## src/rtl/pipebar_pkg.sv

```systemverilog
package pipebar_pkg;
  localparam int INSN_W_DEF = 32;
  localparam int PC_W_DEF   = 24;
  localparam int OPC_W_DEF  = 8;
  localparam int OPC_LSB_DEF = 24;
endpackage

```

## src/rtl/pb_jump_detect.sv

```systemverilog
module pb_jump_detect #(
  parameter int INSN_W  = 32,
  parameter int OPC_LSB = 24,
  parameter int OPC_W   = 8,
  parameter logic [OPC_W-1:0] JUMP_OPC  = 8'h40,
  parameter logic [OPC_W-1:0] JUMP_MASK = 8'hF0
) (
  input  logic [INSN_W-1:0] insn,
  input  logic              cond_pass,
  output logic              is_jump,
  output logic              squash
);
  logic [OPC_W-1:0] opc;
  assign opc     = insn[OPC_LSB +: OPC_W];
  assign is_jump = ((opc & JUMP_MASK) == (JUMP_OPC & JUMP_MASK));
  assign squash  = is_jump && cond_pass;
endmodule

```

## src/rtl/pb_squash_mux.sv

```systemverilog
module pb_squash_mux #(
  parameter int INSN_W = 32
) (
  input  logic [INSN_W-1:0] fetch_insn,
  input  logic              squash,
  output logic [INSN_W-1:0] next_insn
);
  always_comb begin
    if (squash) next_insn = '0;
    else        next_insn = fetch_insn;
  end
endmodule

```

## src/rtl/pb_stage_reg.sv

```systemverilog
module pb_stage_reg #(
  parameter int W = 32
) (
  input  logic         clk,
  input  logic         rst,
  input  logic [W-1:0] d,
  output logic [W-1:0] q
);
  always_ff @(posedge clk) begin
    if (rst) q <= '0;
    else     q <= d;
  end
endmodule

```

## src/rtl/pipebar_top.sv

```systemverilog
module pipebar_top
  import pipebar_pkg::*;
#(
  parameter int INSN_W  = INSN_W_DEF,
  parameter int PC_W    = PC_W_DEF,
  parameter int OPC_LSB = OPC_LSB_DEF,
  parameter int OPC_W   = OPC_W_DEF,
  parameter logic [OPC_W-1:0] JUMP_OPC  = 8'h40,
  parameter logic [OPC_W-1:0] JUMP_MASK = 8'hF0
) (
  input  logic              clk,
  input  logic              rst,
  input  logic [INSN_W-1:0] fetch_insn,
  input  logic [PC_W-1:0]   fetch_pc,
  input  logic              cond_pass,
  output logic [INSN_W-1:0] exec_insn,
  output logic [PC_W-1:0]   exec_pc
);
  localparam int STATE_W = INSN_W + PC_W;

  logic              out_is_jump;
  logic              squash;
  logic [INSN_W-1:0] next_insn;
  logic [STATE_W-1:0] state_d, state_q;

  // Decide on the word currently held, which is the one in execute
  pb_jump_detect #(
    .INSN_W(INSN_W), .OPC_LSB(OPC_LSB), .OPC_W(OPC_W),
    .JUMP_OPC(JUMP_OPC), .JUMP_MASK(JUMP_MASK)
  ) u_detect (
    .insn(exec_insn), .cond_pass(cond_pass),
    .is_jump(out_is_jump), .squash(squash)
  );

  pb_squash_mux #(.INSN_W(INSN_W)) u_mux (
    .fetch_insn(fetch_insn), .squash(squash), .next_insn(next_insn)
  );

  // PC is always captured; it is meaningless alongside a bubble
  assign state_d = {next_insn, fetch_pc};

  pb_stage_reg #(.W(STATE_W)) u_reg (
    .clk(clk), .rst(rst), .d(state_d), .q(state_q)
  );

  assign exec_insn = state_q[STATE_W-1 -: INSN_W];
  assign exec_pc   = state_q[PC_W-1:0];
endmodule

```

## config.mk

```make
export PLATFORM = sky130hd
export DESIGN_NAME = pipebar_top
export DESIGN_NICKNAME = d
export VERILOG_FILES = /design/src/rtl/pipebar_pkg.sv /design/src/rtl/pb_jump_detect.sv /design/src/rtl/pb_squash_mux.sv /design/src/rtl/pb_stage_reg.sv /design/src/rtl/pipebar_top.sv
export SDC_FILE = /design/constraint.sdc
export NUM_CORES = 1
export LEC_CHECK = 0
export ABC_AREA = 1
export ABC_CLOCK_PERIOD_IN_PS = 1200
export BUFFER_PORTS_ARGS = -buffer_cell sky130_fd_sc_hd__buf_4
export CAP_MARGIN = 20
export CORE_MARGIN = 8
export CORE_UTILIZATION = 40
export DETAILED_ROUTE_END_ITERATION = 6
export PLACE_DENSITY = 0.81
export SLEW_MARGIN = 5
export SYNTH_ARGS = -nofsm -noshare
export SYNTH_HDL_FRONTEND = slang
export SYNTH_SLANG_ARGS = --single-unit
```

## constraint.sdc

```tcl
create_clock -name clk -period 1.2 [get_ports clk]
set_input_delay 0.18 -clock clk [delete_from_list [all_inputs] [get_ports clk]]
set_output_delay 0.18 -clock clk [all_outputs]
set_load 0.005 [all_outputs]
```

==> impl_metrics.csv <==
group,metric,value,unit
outcome,status,"finished clean",
layout,syn_to_final_growth,60.20,%
timing,fmax,963.7,MHz
timing,hold_viol,0,
place,gp_congestion,0.7179,
synthesis,synth_cells,180,
timing,rsz0062_at_grt,"false",
setup_path,critPathKind,"reg2reg",
routing,drtPass1Iterations,4,
global_route,grt_use_met2,21.27,%
timing,skew,0.004159,ns
timing,min_period_over_period,86.48,%
synthesis,synth_cell_types,9,
floorplanning,core.rowCount,23,
setup_path,cp_max_fo,22,
setup_path,rrSetupSlack,0.16,ns
power_and_ir_drop,p_leak,1.522,nW
clocking,clk_pin_slew,0.09,ns
floorplanning,die_area,0.006378,mm2
power_and_ir_drop,vdd_drop_max,0.0008496,V
layout,largest_register_ffs,56,
place,placed_area,0.002517,mm2
synthesis,netlist_area,0.001632,mm2
setup_path,crit_required,1.38,ns
synthesis,postSynthAreaPerCell,9.064,um2
routing,via_per_inst,3.928,
synthesis,syn-num-nets,239,
timing,tightest_slew,0.2429,ns
job,drv_cap,0,
global_route,globalRouteOverflowTotal,0,
setup_path,arrival,1.22,ns
synthesis,ys_seq_area_share,68.71,%
global_route,grt_usage,12.38,%
floorplanning,die_w,79.87,um
clocking,numCtsBuffers,5,
floorplanning,core_area,0.003971,mm2
layout,fin_area,0.002614,mm2
routing,drcViolationCount,0,
timing,slew_headroom,83.81,%
timing,fin_ws,0.1623,ns
layout,final_nets,357,
routing,vias,1367,
clocking,cts_tree,"done",
floorplanning,initial_core_util,41.08,%
global_route,grt_busiest_layer,"met2",
layout,antenna_cells,0,
global_route,grt_pass1_vias,1319,
clocking,cts_max_path_buffers,2,
synthesis,ys_warn_count,0,
clocking,insertion_delay,0.29,ns
timing,drv_slew,0,
timing,finalSetupTns,0,ns
place,dp_hpwl,3346,um
hold_path,hp-class,"in2reg",
global_route,use_met1,12.18,%
clocking,cts_resized,0,
routing,routed_wl,4069,um
routing,postRouteAntennaNets,0,
place,pre_cts_ws,0.1496,ns
place,port_buffers,114,
global_route,grt_pass1_wl,6141,um
setup_path,cp-start-kind,"flop",
global_route,use_met3,6.419,%
place,dp_cells,341,
clocking,ctsRootBufferMaster,"clkbuf_8",
timing,final.min_clock_period,1.038,ns
global_route,grt_max_degree,25,
clocking,post_cts_buffers,0,
global_route,antenna_found_initial,0,
layout,fin_cells,348,
layout,reg_top3,"u_reg.q (56)",
clocking,h-tree-depth,2,
layout,post-route-util,65.82,%
power_and_ir_drop,powerDensity,1330,mW/mm2
synthesis,synthTopCellsByArea,"dfxtp_1 (69%), inv_1 (13%), nor2_1 (13%)",
layout,regMostFlops,"u_reg.q",
synthesis,synth-seq-cells,56,
setup_path,endpoint_kind,"flop",
floorplanning,die_y,79.87,um
layout,drive_gt1_share,43.29,%
clocking,cts.sinks,56,
floorplanning,boundaryPins,115,
synthesis,synth.top_cell.area_share,68.71,%
routing,drt_iter0_drc,49,
synthesis,yosysTopAreaCell,"dfxtp_1",
clocking,cts_hold_buf,0,
layout,nFillCells,327,
timing,setup_viol,0,
routing,wire_per_inst,11.69,um
[per-stage QoR]
stage	power [mW]	hold WS, ns
floorplan	2.168	0.2870
global placement	2.475	0.3791
detailed placement	2.488	0.3873
CTS	3.528	0.07478
global route	3.665	0.06660
finish	3.477	0.08544
[worst paths after layout]
path                                  start          end  depth (start not counted)
worst max-delay path            u_reg.q[54]  u_reg.q[35]                          6
worst min-delay path            fetch_pc[9]   u_reg.q[9]                          3
worst max register to register  u_reg.q[54]  u_reg.q[35]                          6
worst min register to register  u_reg.q[55]  u_reg.q[25]                          5
[cell usage in the layout (no fill, tap or decap), drive strengths merged]
cell / instances
dfxtp: 56
inv: 57
nor2: 58
buf: 117
nand2: 1
nand3: 1
clkinv: 1
clkbuf: 7
[synth_stat cells]
cell type,number
nor2_2,3
nand2_2,1
dfxtp_1,56
buf_6,4
nand3_1,1
clkinv_2,1
buf_2,2
inv_1,57
nor2_1,55
[report_power, final]
part	switching (mW)	leakage [nW]	internal (mW)
Sequential	0.0278	0.466	1.96
Clock	0.529	0.0503	0.515
Combinational	0.162	1.01	0.282
[metal layers]
metal / up-vias / part of all wire, %
li1: 715 / -
met5: - / 0
met3: 2 / 11
met4: 0 / 0.98
met1: 592 / 36
met2: 58 / 52
[kinds of logic after synthesis]
family / Yosys count / share of synthesized area [%]
buffers and inverters: 64 / 16.79
AND/OR/NAND/NOR: 60 / 14.49
flip-flops: 56 / 68.71
[worst max-delay path, stage by stage (launching register included)]
cell and delay, ns:
dfxtp_1 0.35, inv_1 0.04, nor2_1 0.08, nand3_1 0.08
nand2_2 0.07, buf_4 0.24, nor2_1 0.07
[cell type report]
type	count	area, um2	area share [%]
clock buffers	7	96.34	3.686
inverters	58	219.0	8.377
multi-input cells	60	236.5	9.047
flip-flops and latches	56	1121	42.89
well taps	50	62.56	2.393
repair buffers	117	878.3	33.60
(Power assumes the default switching activity.)
